===== config.mk =====
export PLATFORM = sky130hd
export DESIGN_NAME = dbf_fetch_ctrl
export DESIGN_NICKNAME = d
export VERILOG_FILES = /design/src/rtl/dbf_pkg.sv /design/src/rtl/dbf_pc_gen.sv /design/src/rtl/dbf_branch_track.sv /design/src/rtl/dbf_stage_pipe.sv /design/src/rtl/dbf_fetch_ctrl.sv
export SDC_FILE = /design/constraint.sdc
export NUM_CORES = 1
export LEC_CHECK = 0
export ABC_AREA = 1
export ABC_CLOCK_PERIOD_IN_PS = 1560
export BUFFER_PORTS_ARGS = -buffer_cell sky130_fd_sc_hd__buf_2
export CAP_MARGIN = 10
export CORE_AREA = 2 2 93 163
export DETAILED_ROUTE_END_ITERATION = 6
export DIE_AREA = 0 0 95 165
export MAX_ROUTING_LAYER = met4
export PLACE_DENSITY = 0.74
export SLEW_MARGIN = 25
export SYNTH_ARGS = -nofsm -noshare
export SYNTH_HDL_FRONTEND = slang
export SYNTH_HIERARCHICAL = 1
export SYNTH_SLANG_ARGS = --single-unit

===== constraint.sdc =====
create_clock -name clk -period 1.56 [get_ports clk]
set_input_delay 0.312 -clock clk [delete_from_list [all_inputs] [get_ports clk]]
set_output_delay 0.312 -clock clk [all_outputs]
set_load 0.02 [all_outputs]

===== src/rtl/dbf_pkg.sv =====
`timescale 1ns/1ps
package dbf_pkg;

  typedef enum logic [1:0] {
    BR_NONE = 2'b00,
    BR_STD  = 2'b01,
    BR_DLY  = 2'b10,
    BR_RSV  = 2'b11
  } br_kind_e;

  // only the two real kinds count as branches; the spare code is inert
  function automatic logic is_branch(input logic [1:0] kind);
    return (kind == BR_STD) || (kind == BR_DLY);
  endfunction

endpackage


===== src/rtl/dbf_pc_gen.sv =====
`timescale 1ns/1ps
module dbf_pc_gen #(
  parameter int          AW        = 16,
  parameter logic [AW-1:0] RESET_VEC = '0
) (
  input  logic          clk,
  input  logic          rst,
  input  logic          adv,
  input  logic          fetch_v,
  input  logic          redirect,
  input  logic [AW-1:0] tgt,
  output logic [AW-1:0] pc_o
);

  function automatic logic [AW-1:0] seq_next(input logic [AW-1:0] pc);
    return pc + AW'(1);
  endfunction

  logic [AW-1:0] pc_q;

  always_ff @(posedge clk) begin
    if (rst)                 pc_q <= RESET_VEC;
    else if (adv) begin
      if (redirect)          pc_q <= tgt;
      else if (fetch_v)      pc_q <= seq_next(pc_q);
    end
  end

  assign pc_o = pc_q;

endmodule


===== src/rtl/dbf_branch_track.sv =====
`timescale 1ns/1ps
module dbf_branch_track
  import dbf_pkg::*;
#(
  parameter int AW     = 16,
  parameter int STAGES = 4
) (
  input  logic          clk,
  input  logic          rst,
  input  logic          adv,
  input  logic          fetch_v,
  input  logic [1:0]    kind_i,
  input  logic [AW-1:0] tgt_i,
  output logic          redirect_o,
  output logic          flush_o,
  output logic          err_o,
  output logic [AW-1:0] tgt_o
);

  localparam int SHADOW = STAGES - 1;
  localparam int CW     = $clog2(SHADOW + 1);

  br_kind_e      pend_q;
  logic [CW-1:0] left_q;
  logic [AW-1:0] tgt_q;

  logic br_seen, in_std, in_dly, last_slot, accept, std_fire, dly_fire;

  always_comb begin
    br_seen   = fetch_v && is_branch(kind_i);
    in_std    = (pend_q == BR_STD);
    in_dly    = (pend_q == BR_DLY);
    last_slot = (left_q == CW'(1));
    accept    = adv && br_seen && (pend_q == BR_NONE);
    // standard: branch moves one stage per unstalled cycle regardless of fetch
    std_fire  = adv && in_std && last_slot;
    // delayed: only real fetches consume shadow slots
    dly_fire  = adv && in_dly && last_slot && fetch_v;
  end

  always_ff @(posedge clk) begin
    if (rst) begin
      pend_q <= BR_NONE;
      left_q <= '0;
      tgt_q  <= '0;
    end else if (adv) begin
      if (accept) begin
        pend_q <= br_kind_e'(kind_i);
        left_q <= CW'(SHADOW);
        tgt_q  <= tgt_i;
      end else if (in_std || (in_dly && fetch_v)) begin
        left_q <= left_q - CW'(1);
        if (last_slot) pend_q <= BR_NONE;
      end
    end
  end

  assign redirect_o = std_fire || dly_fire;
  assign flush_o    = std_fire;
  assign err_o      = adv && br_seen && in_dly;
  assign tgt_o      = tgt_q;

endmodule


===== src/rtl/dbf_stage_pipe.sv =====
`timescale 1ns/1ps
module dbf_stage_pipe #(
  parameter int AW     = 16,
  parameter int IW     = 32,
  parameter int STAGES = 4
) (
  input  logic              clk,
  input  logic              rst,
  input  logic              adv,
  input  logic              flush,
  input  logic              in_v,
  input  logic [AW-1:0]     in_pc,
  input  logic [IW-1:0]     in_word,
  output logic [STAGES-1:0] valid_o,
  output logic [AW-1:0]     last_pc_o,
  output logic [IW-1:0]     last_word_o
);

  assign valid_o[0] = in_v;

  for (genvar k = 1; k < STAGES; k++) begin : g_st
    logic          v_q;
    logic [AW-1:0] pc_q;
    logic [IW-1:0] w_q;
    logic          prev_v;
    logic [AW-1:0] prev_pc;
    logic [IW-1:0] prev_w;

    if (k == 1) begin : g_head
      assign prev_v  = in_v;
      assign prev_pc = in_pc;
      assign prev_w  = in_word;
    end else begin : g_body
      assign prev_v  = g_st[k-1].v_q;
      assign prev_pc = g_st[k-1].pc_q;
      assign prev_w  = g_st[k-1].w_q;
    end

    always_ff @(posedge clk) begin
      if (rst) begin
        v_q  <= 1'b0;
        pc_q <= '0;
        w_q  <= '0;
      end else if (adv) begin
        v_q  <= prev_v && !flush;
        pc_q <= prev_pc;
        w_q  <= prev_w;
      end
    end

    assign valid_o[k] = v_q;
  end

  assign last_pc_o   = g_st[STAGES-1].pc_q;
  assign last_word_o = g_st[STAGES-1].w_q;

endmodule


===== src/rtl/dbf_fetch_ctrl.sv =====
`timescale 1ns/1ps
module dbf_fetch_ctrl #(
  parameter int            AW        = 16,
  parameter int            IW        = 32,
  parameter int            STAGES    = 4,
  parameter logic [AW-1:0] RESET_VEC = 16'h0010
) (
  input  logic              clk,
  input  logic              rst,
  input  logic              stall_i,
  input  logic              instr_valid_i,
  input  logic [IW-1:0]     instr_i,
  input  logic [1:0]        br_kind_i,
  input  logic [AW-1:0]     br_target_i,
  output logic [AW-1:0]     pc_o,
  output logic [STAGES-1:0] stage_valid_o,
  output logic [AW-1:0]     ex_pc_o,
  output logic [IW-1:0]     ex_word_o,
  output logic              flush_o,
  output logic              err_o
);

  // named internal events, visible to the bound checker
  logic          adv;
  logic          redirect;
  logic          flush;
  logic [AW-1:0] redir_tgt;
  logic          fetch_live;

  assign adv        = !stall_i;
  assign fetch_live = instr_valid_i && !flush;

  dbf_branch_track #(.AW(AW), .STAGES(STAGES)) u_track (
    .clk        (clk),
    .rst        (rst),
    .adv        (adv),
    .fetch_v    (instr_valid_i),
    .kind_i     (br_kind_i),
    .tgt_i      (br_target_i),
    .redirect_o (redirect),
    .flush_o    (flush),
    .err_o      (err_o),
    .tgt_o      (redir_tgt)
  );

  dbf_pc_gen #(.AW(AW), .RESET_VEC(RESET_VEC)) u_pc (
    .clk      (clk),
    .rst      (rst),
    .adv      (adv),
    .fetch_v  (instr_valid_i),
    .redirect (redirect),
    .tgt      (redir_tgt),
    .pc_o     (pc_o)
  );

  dbf_stage_pipe #(.AW(AW), .IW(IW), .STAGES(STAGES)) u_pipe (
    .clk         (clk),
    .rst         (rst),
    .adv         (adv),
    .flush       (flush),
    .in_v        (fetch_live),
    .in_pc       (pc_o),
    .in_word     (instr_i),
    .valid_o     (stage_valid_o),
    .last_pc_o   (ex_pc_o),
    .last_word_o (ex_word_o)
  );

  assign flush_o = flush;

endmodule


==> insert_results.sql, run 1 <==
INSERT INTO impl_metrics (metric_group, metric, value, unit) VALUES
('finish', 'finish.net_count', '1109', ''),
('placement', 'detailed_place_hpwl', '9.402', 'mm'),
('clocking', 'clock_latency', '0.42', 'ns'),
('yosys', 'postSynthNetCount', '999', ''),
('clocking', 'deepest_level_of_the_cts_h_tree', '4', ''),
('timing', 'final_setup_violating_endpoints', '2', ''),
('clocking', 'clk_path_buf_depth', '2', ''),
('grt', 'groute.usage.overall', '18.98', '%'),
('power', 'p_int', '7.233', 'mW'),
('timing', 'final-hold-violation-count', '0', ''),
('yosys', 'ys_seq_area_share', '51.82', '%'),
('yosys', 'synth_ff_type', 'sky130_fd_sc_hd__dfxtp_1', ''),
('timing', 'worst-slew-pin-transition', '0.6537', 'ns'),
('critical_path', 'worstSetupPathType', 'reg -> out', ''),
('grt', 'gr-total-overflow', '0', ''),
('yosys', 'synth-compound-area-share', '16.16', '%'),
('critical_path', 'reg2reg_slack', '-0.04', 'ns'),
('run_status', 'violations', 'negative setup slack', ''),
('power', 'switching_share', '25.26', '%'),
('grt', 'grt_most_used_layer', 'met2', ''),
('yosys', 'synth-seq-cells', '183', ''),
('critical_path', 'worstPathMaxFanout', '3', ''),
('yosys', 'synth.yosys.warnings', '6', ''),
('yosys', 'synth_top_cells_by_count', 'sky130_fd_sc_hd__nand2_1, sky130_fd_sc_hd__dfxtp_1, sky130_fd_sc_hd__a21oi_1, sky130_fd_sc_hd__inv_1, sky130_fd_sc_hd__nor2_1', ''),
('power', 'power_leakage', '3.423', 'nW'),
('placement', 'placement.setup.worst_slack', '0.003673', 'ns'),
('die', 'starting_utilization_of_the_core_area', '49.45', '%'),
('timing', 'final_period_minus_worst_setup_slack', '1.615', 'ns'),
('die', 'floorplan.die.width', '95', 'um'),
('yosys', 'top_cell_type_s_share_of_synthesized_area', '51.82', '%'),
('route', 'first_iter_violations', '331', ''),
('yosys', 'synthCells', '943', ''),
('clocking', 'clock_tree_from_tritoncts', 'yes', ''),
('yosys', 'netlist-cell-type-count', '30', ''),
('timing', 'final_critical_path_setup_slack', '-0.05532', 'ns'),
('critical_path', 'timing.critical_path.from', 'u_track/left_q[1]', ''),
('worst_hold_path', 'holdCritPathClass', 'in -> reg', ''),
('grt', 'grt.met2_usage', '30.72', '%'),
('route', 'vias', '6114', ''),
('route', 'routed_wirelength', '14.62', 'mm'),
('critical_path', 'r2r_start', 'u_track/left_q[1]', ''),
('finish', 'fill_cell_instance_count_of_the_final_layout', '1374', ''),
('power', 'pwr-share-comb', '6.5', '%'),
('die', 'num_rows', '58', ''),
('die', 'floorplan.die_area', '15680', 'um2'),
('power', 'power.sequential.fraction', '50.2', '%'),
('critical_path', 'worstSetupStartpointType', 'register', ''),
('yosys', 'syn_area', '7069', 'um2'),
('critical_path', 'crit_path_end_kind', 'output port', ''),
('finish', 'syn2layout_area_growth', '20.83', '%'),
('placement', 'buffer_ports.inserted', '123', ''),
('die', 'pin_count', '124', ''),
('critical_path', 'critPathCapture', 'stage_valid_o[0]', ''),
('timing', 'timing.clock.skew', '0.01233', 'ns'),
('yosys', 'synth_top_area_cell', 'sky130_fd_sc_hd__dfxtp_1', ''),
('yosys', 'leading_cell_type_by_number_of_instances_after_synthesis', 'sky130_fd_sc_hd__nand2_1', ''),
('finish', 'antenna-diode-count', '0', ''),
('critical_path', 'reg2reg_depth', '12', ''),
('critical_path', 'cp_data_arrival_time', '1.30', 'ns'),
('timing', 'worst_slew_margin_rel', '56.42', '%'),
('clocking', 'cts_root_buf', 'sky130_fd_sc_hd__clkbuf_16', ''),
('power', 'total_switching_power', '2.444', 'mW'),
('clocking', 'clkSlewWorstSetupHoldPaths', '0.08', 'ns'),
('yosys', 'synth_top_family_by_area', 'simple AND/OR/NAND/NOR gates', ''),
('power', 'power_density', '1133', 'nW/um2'),
('yosys', 'synth_area_per_cell', '7.497', 'um2'),
('route', 'routed_wire_length_per_instance', '11.74', 'um'),
('placement', 'place.gp.congestion', '0.9053', ''),
('yosys', 'synth_enable_flop_cells', '0', ''),
('yosys', 'ys_top_cells_by_area', 'sky130_fd_sc_hd__dfxtp_1, sky130_fd_sc_hd__nand2_1, sky130_fd_sc_hd__a21oi_1, sky130_fd_sc_hd__inv_1, sky130_fd_sc_hd__buf_4', ''),
('run_status', 'run_status', 'complete, but fails checks', '');
## power groups by stage
stage | sequential (mW) | combinational, mW | clock, mW
final | 4.86 | 0.633 | 4.19
after floorplan | 4.98 | 0.403 | 0
after detailed placement | 4.96 | 0.613 | 0
after global placement | 4.96 | 0.606 | 0
after CTS | 4.85 | 0.632 | 4.30
after global routing | 4.87 | 0.710 | 4.48
## routing by layer
| layer | part of all wire (%) | vias to the layer above | wire (um) |
|---|---|---|---|
| li1 | - | 3242 | - |
| met1 | 44 | 2724 | 6466 |
| met2 | 50 | 129 | 7319 |
| met3 | 4.0 | 19 | 582 |
| met4 | 1.7 | 0 | 255 |
| met5 | 0 | - | 0 |
## state kept, by name (all words and copies together) (netlist names)
register,cells
u_pc/pc_o,16
u_pipe/g_st.pc_q,32
u_pipe/g_st.v_q,3
u_pipe/g_st.w_q,64
u_pipe/last_pc_o,16
u_pipe/last_word_o,32
u_track/left_q,2
u_track/pend_q,2
u_track/tgt_o,16
## how the worst min path moves through the flow
stage                      startpoint                     end  slack (ns)  cells after the start
detailed placement  u_track/tgt_o[13]       u_track/tgt_o[13]        0.44                      2
global placement     u_track/tgt_o[0]        u_track/tgt_o[0]        0.43                      2
finish                     instr_i[3]   u_pipe/g_st[1].w_q[3]        0.14                      3
global route              instr_i[21]  u_pipe/g_st[1].w_q[21]        0.13                      3
CTS                        instr_i[3]   u_pipe/g_st[1].w_q[3]        0.11                      3
floorplan                         rst            u_pc/pc_o[5]        0.38                      1
## repair_timing
item                                    CTS  global route
endpoints found under the setup margin    6            20
setup buffers                             4             0
pin swaps                                 3             0
resized for setup                        16            10
## layout make-up
class	count	area (um2)	area share, %
well taps	180	225.2	2.637
clock buffers	18	439.2	5.141
clock inverters	14	156.4	1.831
flip-flops and latches	183	3669	42.95
multi-input cells	648	2893	33.87
repair buffers	154	965.9	11.31
inverters	49	193.9	2.270
## critical path, cell delays in order (launching register included)
cell                      delay, ns
sky130_fd_sc_hd__dfxtp_2       0.33
sky130_fd_sc_hd__inv_2         0.04
sky130_fd_sc_hd__ha_4          0.16
sky130_fd_sc_hd__nand2_4       0.06
sky130_fd_sc_hd__nor2_4        0.04
sky130_fd_sc_hd__nor2_2        0.12
sky130_fd_sc_hd__buf_6         0.14
## logic make-up (layout without fill, tap and decap cells)
kind of cell	after synthesis	after routing
AND/OR/NAND/NOR	421	421
AO/OA/AOI/OAI	224	224
flip-flops	183	183
buffers and inverters	112	235
adder cells (fa/ha/maj)	2	2
XOR/XNOR	1	1
## layout by cell type (no fill, tap or decap), drive strengths merged
cell | netlist | layout
nand4 | 6 | 6
nor2 | 33 | 33
a21oi | 184 | 184
a31oi | 2 | 2
nand3b | 1 | 1
buf | 50 | 154
clkinvlp | 0 | 2
or2 | 2 | 2
clkbuf | 13 | 18
dfxtp | 183 | 183
ha | 2 | 2
inv | 48 | 55
xnor2 | 1 | 1
nor3 | 1 | 1
nand2 | 358 | 358
clkinv | 1 | 6
o21ai | 38 | 38
nand3 | 20 | 20
## through the flow
step	cell area [um2]	utilization, %	instances	hold WS (ns)
global placement	7850	54.91	1210	0.4331
detailed placement	7850	54.91	1210	0.4383
finish	8542	59.75	1246	0.1361
floorplan	7073	-	943	0.3811
global route	8542	59.75	1246	0.1255
CTS	8522	59.61	1246	0.1136
(Power assumes the default switching activity.)
==> inputs of run 2 (changes only) <==
--- a/config.mk
+++ b/config.mk
@@ -5,13 +5,12 @@
 export SDC_FILE = /design/constraint.sdc
 export NUM_CORES = 1
 export LEC_CHECK = 0
-export ABC_AREA = 1
 export ABC_CLOCK_PERIOD_IN_PS = 1560
 export BUFFER_PORTS_ARGS = -buffer_cell sky130_fd_sc_hd__buf_2
 export CAP_MARGIN = 10
-export CORE_AREA = 2 2 93 163
+export CORE_AREA = 2 2 95 165
 export DETAILED_ROUTE_END_ITERATION = 6
-export DIE_AREA = 0 0 95 165
+export DIE_AREA = 0 0 97 167
 export MAX_ROUTING_LAYER = met4
 export PLACE_DENSITY = 0.74
 export SLEW_MARGIN = 25
==> insert_results.sql, run 2 <==
INSERT INTO impl_metrics (metric_group, metric, value, unit) VALUES
('critical_path', 'worst_path_max_delay_cell', 'sky130_fd_sc_hd__dfxtp_2', ''),
('finish', 'register_area', '3669', 'um2'),
('critical_path', 'worstSetupPathType', 'reg -> reg', ''),
('yosys', 'synth-seq-cells', '183', ''),
('route', 'drt-pass1-iter-count', '5', ''),
('clocking', 'clkSlewWorstSetupHoldPaths', '0.07', 'ns'),
('yosys', 'netlist-cell-type-count', '57', ''),
('power', 'p_int', '7.496', 'mW'),
('worst_hold_path', 'holdCritPathClass', 'in -> reg', ''),
('finish', 'antenna-diode-count', '0', ''),
('critical_path', 'timing.critical_path.required', '1.87', 'ns'),
('timing', 'final_critical_path_setup_slack', '-0.3558', 'ns'),
('yosys', 'synth_enable_flop_cells', '0', ''),
('timing', 'final_period_minus_worst_setup_slack', '1.916', 'ns'),
('clocking', 'clock_latency', '0.42', 'ns'),
('finish', 'multi_input_gate_area', '3405', 'um2'),
('die', 'starting_utilization_of_the_core_area', '48.90', '%'),
('critical_path', 'worstSetupStartpointType', 'register', ''),
('timing', 'fin_worst_hold_slack', '0.1208', 'ns'),
('critical_path', 'worstPathMaxFanout', '8', ''),
('run_status', 'run_status', 'complete, but fails checks', ''),
('yosys', 'synth_top_cells_by_count', 'sky130_fd_sc_hd__dfxtp_1, sky130_fd_sc_hd__nor2_1, sky130_fd_sc_hd__mux2i_1, sky130_fd_sc_hd__nand2_1', ''),
('route', 'final_antenna_net_count', '0', ''),
('timing', 'final_setup_violating_endpoints', '19', ''),
('route', 'routed_wirelength', '15.84', 'mm'),
('timing', 'final-hold-violation-count', '0', ''),
('power', 'pwr-share-comb', '8.1', '%'),
('power', 'power.share.clock', '42.9', '%'),
('yosys', 'ys_seq_area_share', '50.49', '%'),
('power', 'switching_share', '24.42', '%'),
('run', 'drv.max_cap_violation_count', '0', ''),
('yosys', 'synthCells', '722', ''),
('yosys', 'ys_top_cells_by_area', 'sky130_fd_sc_hd__dfxtp_1, sky130_fd_sc_hd__mux2i_1, sky130_fd_sc_hd__nor2_1, sky130_fd_sc_hd__nand2_1, sky130_fd_sc_hd__buf_8', ''),
('yosys', 'leading_cell_type_by_number_of_instances_after_synthesis', 'sky130_fd_sc_hd__dfxtp_1', ''),
('die', 'placeableCoreArea', '14840', 'um2'),
('timing', 'timing.clock.skew', '0.01368', 'ns'),
('yosys', 'top_cell_type_s_share_of_synthesized_area', '50.49', '%'),
('finish', 'finish.net_count', '937', ''),
('placement', 'place.gp.congestion', '0.8492', ''),
('critical_path', 'reg2reg_depth', '8', ''),
('yosys', 'asyncSetResetFlopFracSynth', '0', '%'),
('timing', 'rsz0062_at_grt', 'yes', ''),
('finish', 'fin_cells', '1077', ''),
('worst_hold_path', 'worst_hold_path.endpoint', 'u_track/tgt_o[7]', ''),
('die', 'pin_count', '124', ''),
('finish', 'syn2layout_area_growth', '27.95', '%'),
('die', 'die_h', '167', 'um'),
('route', 'number_of_vias_per_cell_after_detailed_routing', '5.215', ''),
('grt', 'antenna_violations_before_repair', '0', ''),
('critical_path', 'reg2reg_slack', '-0.36', 'ns'),
('run_status', 'violations', 'negative setup slack', ''),
('route', 'vias', '5617', ''),
('power', 'power.sequential.fraction', '49.1', '%'),
('critical_path', 'crit_chain', 'and2b_2 > mux2_4 > nor2b_4 > buf_6 > o21a_4 > nand4_1 > o22ai_1 > a31o_2', ''),
('grt', 'largest_net_degree_at_the_start_of_global_routing', '100', ''),
('timing', 'worst-slew-pin-transition', '0.6970', 'ns'),
('finish', 'fill_cell_instance_count_of_the_final_layout', '1247', ''),
('die', 'floorplan.die.width', '97', 'um'),
('grt', 'vias_in_the_first_global_route', '5293', ''),
('placement', 'detailed_place_hpwl', '10.18', 'mm'),
('critical_path', 'cp_data_arrival_time', '2.22', 'ns'),
('power', 'total_switching_power', '2.422', 'mW'),
('yosys', 'synth_top_area_cell', 'sky130_fd_sc_hd__dfxtp_1', ''),
('power', 'vdd_ir_drop_max', '0.6352', 'mV'),
('clocking', 'clock_sinks', '183', ''),
('placement', 'placement.setup.worst_slack', '-0.4034', 'ns'),
('timing', 'max_freq', '522.0', 'MHz'),
('finish', 'number_of_flip_flops_in_the_largest_register', '64', ''),
('critical_path', 'timing.rr.end', 'u_pc/pc_o[14]', ''),
('die', 'floorplan.die_area', '16200', 'um2'),
('finish', 'registers.top_by_ff_count', 'u_pipe/g_st.w_q', ''),
('critical_path', 'max_incr_delay_on_cp', '0.34', 'ns'),
('finish', 'final_cell_mix', 'sky130_fd_sc_hd__dfxtp_1, sky130_fd_sc_hd__nor2_1, sky130_fd_sc_hd__mux2i_1', ''),
('power', 'power_leakage', '4.274', 'nW'),
('critical_path', 'crit_path_end_kind', 'register', ''),
('die', 'num_rows', '59', ''),
('grt', 'groute.usage.overall', '19.26', '%'),
('timing', 'tns', '-5.351', 'ns'),
('finish', 'layout.cells.most_common', 'sky130_fd_sc_hd__dfxtp_1', ''),
('power', 'fin_total_pwr', '9.918', 'mW'),
('yosys', 'synth.yosys.warnings', '6', ''),
('timing', 'crit_share_post_route', '122.8', '%'),
('placement', 'dp.cells', '1029', ''),
('yosys', 'synth_ff_type', 'sky130_fd_sc_hd__dfxtp_1', ''),
('clocking', 'clk_path_buf_depth', '2', ''),
('yosys', 'postSynthNetCount', '778', ''),
('clocking', 'clock_tree_from_tritoncts', 'yes', ''),
('clocking', 'deepest_level_of_the_cts_h_tree', '4', ''),
('clocking', 'cts-buffers-inserted', '17', ''),
('clocking', 'cts_root_buf', 'sky130_fd_sc_hd__clkbuf_16', ''),
('timing', 'drv_slew', '0', ''),
('grt', 'gr-total-overflow', '0', ''),
('placement', 'buffer_ports.inserted', '123', ''),
('route', 'first_iter_violations', '276', ''),
('finish', 'drive_gt1_share', '32.55', '%'),
('yosys', 'syn_area', '7256', 'um2'),
('timing', 'worst_slew_margin_rel', '53.53', '%'),
('grt', 'grt_pass1_wl', '25.12', 'mm'),
('route', 'route.detailed.drc', '0', ''),
('critical_path', 'r2r_start', 'u_track/pend_q[0]', ''),
('power', 'power_density', '1068', 'nW/um2'),
('worst_hold_path', 'min_path_cells', '3', ''),
('yosys', 'synth_area_per_cell', '10.05', 'um2'),
('worst_hold_path', 'hp_start', 'br_target_i[7]', ''),
('route', 'routed_wire_length_per_instance', '14.71', 'um');
## run 2: cell types whose count changed after synthesis, moves of 8 or more
cell | previous run | this run
sky130_fd_sc_hd__nand2_1 | 357 | 45
sky130_fd_sc_hd__a21oi_1 | 182 | 19
sky130_fd_sc_hd__mux2i_1 | 0 | 146
sky130_fd_sc_hd__nor2_1 | 28 | 157
sky130_fd_sc_hd__inv_1 | 45 | 7
sky130_fd_sc_hd__buf_2 | 23 | 9
sky130_fd_sc_hd__o21ai_0 | 23 | 9
sky130_fd_sc_hd__o21ai_1 | 14 | 0
sky130_fd_sc_hd__buf_8 | 0 | 10
sky130_fd_sc_hd__a21oi_2 | 2 | 10
## run 2: how the worst max path moves through the flow
| stage | startpoint | to |
|---|---|---|
| 2_1_floorplan | u_track/pend_q[0] | u_pc/pc_o[13] |
| 3_3_place_gp | instr_valid_i | u_pc/pc_o[0] |
| 3_5_place_dp | instr_valid_i | u_pc/pc_o[0] |
| 4_1_cts | u_track/left_q[1] | stage_valid_o[0] |
| 5_1_grt | u_track/left_q[1] | stage_valid_o[0] |
| 6_report | u_track/pend_q[0] | u_pc/pc_o[14] |
## run 2: what timing repair did
item | CTS | global route
hold endpoints to repair | 0 | 0
hold buffers | 0 | 0
gates cloned | 1 | 0
pin swaps | 27 | 12
setup endpoints to repair | 19 | 35
buffers inserted | 10 | 6
gates resized for setup | 65 | 16
## run 2: critical path: cells and delay by family, from the launching register on
family	cells	cell delay, ns
compound gates	3	0.58
simple gates	3	0.49
flops	1	0.34
mux	1	0.27
buf+inv	1	0.12
## run 2: area by class of cell
class                   instances  area share (%)
flip-flops and latches        183           39.51
inverters                       8          0.4852
well taps                     183           2.466
clock inverters                14           1.671
multi-input cells             477           36.67
repair buffers                194           14.46
clock buffers                  18           4.730
## run 2: kinds of logic after synthesis
logic type      share of synthesized area (%)
mux                                     20.45
xor+xnor                               0.2242
simple gates                            15.18
fa+ha+maj                              0.3448
buf+inv                                 6.139
compound gates                          7.174
flops                                   50.49
## run 2: per-stage QoR
stage	instance area [um2]	utilization [%]
floorplan	7313	-
global placement	8223	55.42
detailed placement	8223	55.42
CTS	9175	61.83
global route	9284	62.57
finish	9284	62.57
## run 2: power by group through the flow
| stage | Combinational [mW] | Sequential, mW | Clock (mW) |
|---|---|---|---|
| after floorplan | 0.522 | 4.98 | 0 |
| after global placement | 0.722 | 4.97 | 0 |
| after detailed placement | 0.735 | 4.97 | 0 |
| after CTS | 0.780 | 4.87 | 4.37 |
| after global routing | 0.868 | 4.88 | 4.56 |
| final | 0.800 | 4.87 | 4.25 |
## run 2: metal layers
layer	GRT usage, %	part of all wire, %	up-vias
li1	-	-	2795
met1	21.27	40	2631
met2	33.09	53	157
met3	4.406	4.3	34
met4	8.267	2.5	0
met5	-	0	-
==> inputs of run 3 (changes only) <==
--- a/config.mk
+++ b/config.mk
@@ -8,13 +8,12 @@
 export ABC_CLOCK_PERIOD_IN_PS = 1560
 export BUFFER_PORTS_ARGS = -buffer_cell sky130_fd_sc_hd__buf_2
 export CAP_MARGIN = 10
-export CORE_AREA = 2 2 95 165
+export CORE_AREA = 2 2 93 163
 export DETAILED_ROUTE_END_ITERATION = 6
-export DIE_AREA = 0 0 97 167
+export DIE_AREA = 0 0 95 165
 export MAX_ROUTING_LAYER = met4
 export PLACE_DENSITY = 0.74
 export SLEW_MARGIN = 25
 export SYNTH_ARGS = -nofsm -noshare
 export SYNTH_HDL_FRONTEND = slang
-export SYNTH_HIERARCHICAL = 1
 export SYNTH_SLANG_ARGS = --single-unit
==> insert_results.sql, run 3 <==
INSERT INTO impl_metrics (metric_group, metric, value, unit) VALUES
('power', 'power_density', '1065', 'nW/um2'),
('yosys', 'synth_area_per_cell', '9.858', 'um2'),
('route', 'first_iter_violations', '205', ''),
('clocking', 'clock_sinks', '183', ''),
('clocking', 'holdBufCountCts', '0', ''),
('timing', 'timing.clock.skew', '0.009745', 'ns'),
('timing', 'fin_worst_hold_slack', '0.1224', 'ns'),
('critical_path', 'worstSetupPathType', 'reg -> out', ''),
('timing', 'tns', '-4.182', 'ns'),
('finish', 'drive_gt1_share', '31.35', '%'),
('finish', 'design_area', '9213', 'um2'),
('clocking', 'cts_root_buf', 'sky130_fd_sc_hd__clkbuf_16', ''),
('grt', 'groute.usage.overall', '20.22', '%'),
('power', 'power_leakage', '4.217', 'nW'),
('yosys', 'synth_top_family_by_area', 'multiplexers', ''),
('yosys', 'yosys-mux-area-fraction', '21.30', '%'),
('critical_path', 'reg2reg_slack', '-0.28', 'ns'),
('placement', 'place.gp.congestion', '0.8737', ''),
('timing', 'drv_slew', '0', ''),
('critical_path', 'reg2reg_depth', '10', ''),
('route', 'final_antenna_net_count', '0', ''),
('yosys', 'synth_top_area_cell', 'sky130_fd_sc_hd__dfxtp_1', ''),
('yosys', 'ys_top_cells_by_area', 'sky130_fd_sc_hd__dfxtp_1, sky130_fd_sc_hd__mux2i_1, sky130_fd_sc_hd__nor2_1, sky130_fd_sc_hd__nand2_1, sky130_fd_sc_hd__a21oi_1', ''),
('yosys', 'netlist-cell-type-count', '53', ''),
('yosys', 'yosys.area_share.xor_xnor', '0.2478', '%'),
('power', 'fin_total_pwr', '9.813', 'mW'),
('timing', 'worst-slew-pin-transition', '0.4149', 'ns'),
('critical_path', 'worst_path_max_delay_cell', 'sky130_fd_sc_hd__dfxtp_2', ''),
('die', 'placeableCoreArea', '14300', 'um2'),
('timing', 'final_critical_path_setup_slack', '-0.3549', 'ns'),
('critical_path', 'worstPathMaxFanout', '2', ''),
('clocking', 'clkSlewWorstSetupHoldPaths', '0.07', 'ns'),
('timing', 'crit_share_post_route', '122.7', '%'),
('die', 'floorplan.die_area', '15680', 'um2'),
('critical_path', 'max_incr_delay_on_cp', '0.34', 'ns'),
('finish', 'registers.top_by_ff_count', 'u_pipe.g_st.w_q', ''),
('run_status', 'run_status', 'complete, but fails checks', ''),
('run_status', 'violations', 'negative setup slack', ''),
('critical_path', 'cp_data_arrival_time', '1.60', 'ns'),
('clocking', 'clk_path_buf_depth', '2', ''),
('grt', 'largest_net_degree_at_the_start_of_global_routing', '55', ''),
('route', 'route.detailed.drc', '0', ''),
('power', 'total_switching_power', '2.446', 'mW'),
('yosys', 'synthAdderAreaFrac', '0.3540', '%'),
('route', 'vias', '5648', ''),
('placement', 'placement_stage_cell_area', '8223', 'um2'),
('power', 'power.share.clock', '41.8', '%'),
('timing', 'final_setup_violating_endpoints', '19', ''),
('run', 'drv.max_cap_violation_count', '0', ''),
('timing', 'rsz0062_at_grt', 'yes', ''),
('power', 'power.sequential.fraction', '49.7', '%'),
('route', 'number_of_vias_per_cell_after_detailed_routing', '5.279', ''),
('clocking', 'cts-buffers-inserted', '17', ''),
('finish', 'final_cell_mix', 'sky130_fd_sc_hd__dfxtp_1, sky130_fd_sc_hd__nor2_1, sky130_fd_sc_hd__mux2i_1', ''),
('route', 'routed_wirelength', '15.83', 'mm'),
('yosys', 'synthCells', '717', ''),
('die', 'floorplan.die.width', '95', 'um'),
('yosys', 'synth_top_cells_by_count', 'sky130_fd_sc_hd__dfxtp_1, sky130_fd_sc_hd__nor2_1, sky130_fd_sc_hd__mux2i_1, sky130_fd_sc_hd__nand2_1, sky130_fd_sc_hd__clkbuf_1', ''),
('critical_path', 'crit_path_end_kind', 'output port', ''),
('worst_hold_path', 'holdCritPathClass', 'in -> reg', ''),
('yosys', 'syn_area', '7068', 'um2'),
('clocking', 'deepest_level_of_the_cts_h_tree', '4', ''),
('worst_hold_path', 'worst_hold_path.endpoint', 'u_pipe.g_st[1].w_q[5]', ''),
('timing', 'final_period_minus_worst_setup_slack', '1.915', 'ns'),
('yosys', 'top_cell_type_s_share_of_synthesized_area', '51.83', '%'),
('critical_path', 'crit_chain', 'inv_2 > ha_4 > buf_6 > and4bb_2 > buf_6 > nor2_4 > buf_6', ''),
('power', 'switching_share', '24.93', '%'),
('finish', 'syn2layout_area_growth', '30.34', '%'),
('route', 'routed_wire_length_per_instance', '14.80', 'um'),
('die', 'die_h', '165', 'um'),
('critical_path', 'r2r_start', 'u_track.left_q[1]', ''),
('grt', 'grt_pass1_wl', '24.51', 'mm'),
('yosys', 'leading_cell_type_by_number_of_instances_after_synthesis', 'sky130_fd_sc_hd__dfxtp_1', ''),
('placement', 'detailed_place_hpwl', '10.11', 'mm'),
('power', 'p_int', '7.367', 'mW'),
('yosys', 'post_synth_and_or_nand_nor_area_fraction', '15.91', '%'),
('critical_path', 'cp_common_cell', 'sky130_fd_sc_hd__buf_6', ''),
('worst_hold_path', 'hp_start', 'instr_i[5]', ''),
('clocking', 'clock_tree_from_tritoncts', 'yes', ''),
('timing', 'max_freq', '522.2', 'MHz'),
('yosys', 'synth-seq-cells', '183', ''),
('yosys', 'ys_seq_area_share', '51.83', '%'),
('yosys', 'synth_ff_type', 'sky130_fd_sc_hd__dfxtp_1', ''),
('finish', 'number_of_flip_flops_in_the_largest_register', '64', ''),
('die', 'num_rows', '58', ''),
('yosys', 'synth-compound-area-share', '6.638', '%'),
('grt', 'vias_in_the_first_global_route', '5244', ''),
('route', 'drt-pass1-iter-count', '5', ''),
('power', 'pwr-share-comb', '8.5', '%'),
('finish', 'layout.cells.most_common', 'sky130_fd_sc_hd__dfxtp_1', ''),
('placement', 'buffer_ports.inserted', '123', ''),
('grt', 'antenna_violations_before_repair', '0', ''),
('yosys', 'synth_enable_flop_cells', '0', ''),
('worst_hold_path', 'min_path_cells', '3', ''),
('yosys', 'asyncSetResetFlopFracSynth', '0', '%'),
('timing', 'final-hold-violation-count', '0', ''),
('yosys', 'synth.yosys.warnings', '0', ''),
('yosys', 'postSynthNetCount', '773', ''),
('finish', 'antenna-diode-count', '0', ''),
('grt', 'gr-total-overflow', '0', ''),
('critical_path', 'timing.rr.end', 'u_pc.pc_o[5]', ''),
('die', 'pin_count', '124', ''),
('finish', 'finish.net_count', '933', ''),
('critical_path', 'worstSetupStartpointType', 'register', ''),
('timing', 'worst_slew_margin_rel', '72.27', '%'),
('placement', 'placement.setup.worst_slack', '-0.1647', 'ns'),
('critical_path', 'timing.critical_path.required', '1.25', 'ns'),
('die', 'starting_utilization_of_the_core_area', '49.44', '%'),
('power', 'vdd_ir_drop_max', '0.8040', 'mV'),
('clocking', 'clock_latency', '0.42', 'ns');
## run 3: how the worst max path moves through the flow
stage,depth (start not counted),startpoint,to
6_report,7,u_track.left_q[1],stage_valid_o[0]
5_1_grt,7,u_track.left_q[1],stage_valid_o[0]
4_1_cts,7,u_track.left_q[1],stage_valid_o[0]
3_5_place_dp,6,u_track.left_q[1],u_pc.pc_o[13]
3_3_place_gp,6,u_track.left_q[1],u_pc.pc_o[13]
2_1_floorplan,4,stall_i,err_o
## run 3: power groups by stage
stage | clock network, mW | logic, mW | registers [mW]
after detailed placement | 0 | 0.736 | 4.98
after global routing | 4.41 | 0.912 | 4.89
final | 4.10 | 0.836 | 4.87
after global placement | 0 | 0.729 | 4.97
after CTS | 4.23 | 0.783 | 4.87
after floorplan | 0 | 0.462 | 4.99
## run 3: cell families after synthesis
logic type,Yosys count
flip-flops,183
AO/OA/AOI/OAI,68
adder cells (fa/ha/maj),2
multiplexers,150
AND/OR/NAND/NOR,255
XOR/XNOR,2
buffers and inverters,57
## run 3: metal layers
| layer | GRT usage [%] | routed length, um | share of wire, % | up-vias |
|---|---|---|---|---|
| met3 | 3.695 | 725 | 4.6 | 37 |
| met1 | 21.55 | 6160 | 39 | 2649 |
| met2 | 34.95 | 8400 | 53 | 172 |
| met4 | 11.00 | 548 | 3.5 | 0 |
| met5 | - | 0 | 0 | - |
| li1 | - | - | - | 2790 |
## run 3: timing repair
action                     in CTS  in global routing
pin swaps                       8                 16
resized for setup              35                 30
buffers inserted                9                  6
cloned                          2                  1
setup endpoints to repair      18                 36
## run 3: final cells by class
type / instances / area [um2]
clock inverter: 14 / 136.4
sequential: 183 / 3679
inverter: 5 / 18.77
multi-input combinational: 479 / 3359
fill: 1191 / 5084
timing repair buffer: 191 / 1355
clock buffer: 18 / 439.2
tap: 180 / 225.2
## run 3: metrics by stage
stage               cells  utilization (%)
finish               1070            64.44
global route         1070            64.44
detailed placement   1020            57.52
floorplan             717                -
CTS                  1063            63.04
global placement     1020            57.52
## run 3: critical path, delay by kind of cell (launching register included)
kind,cells,cell delay (ns)
buffers and inverters,4,0.39
flip-flops,1,0.34
AND/OR/NAND/NOR,2,0.31
adder cells (fa/ha/maj),1,0.15
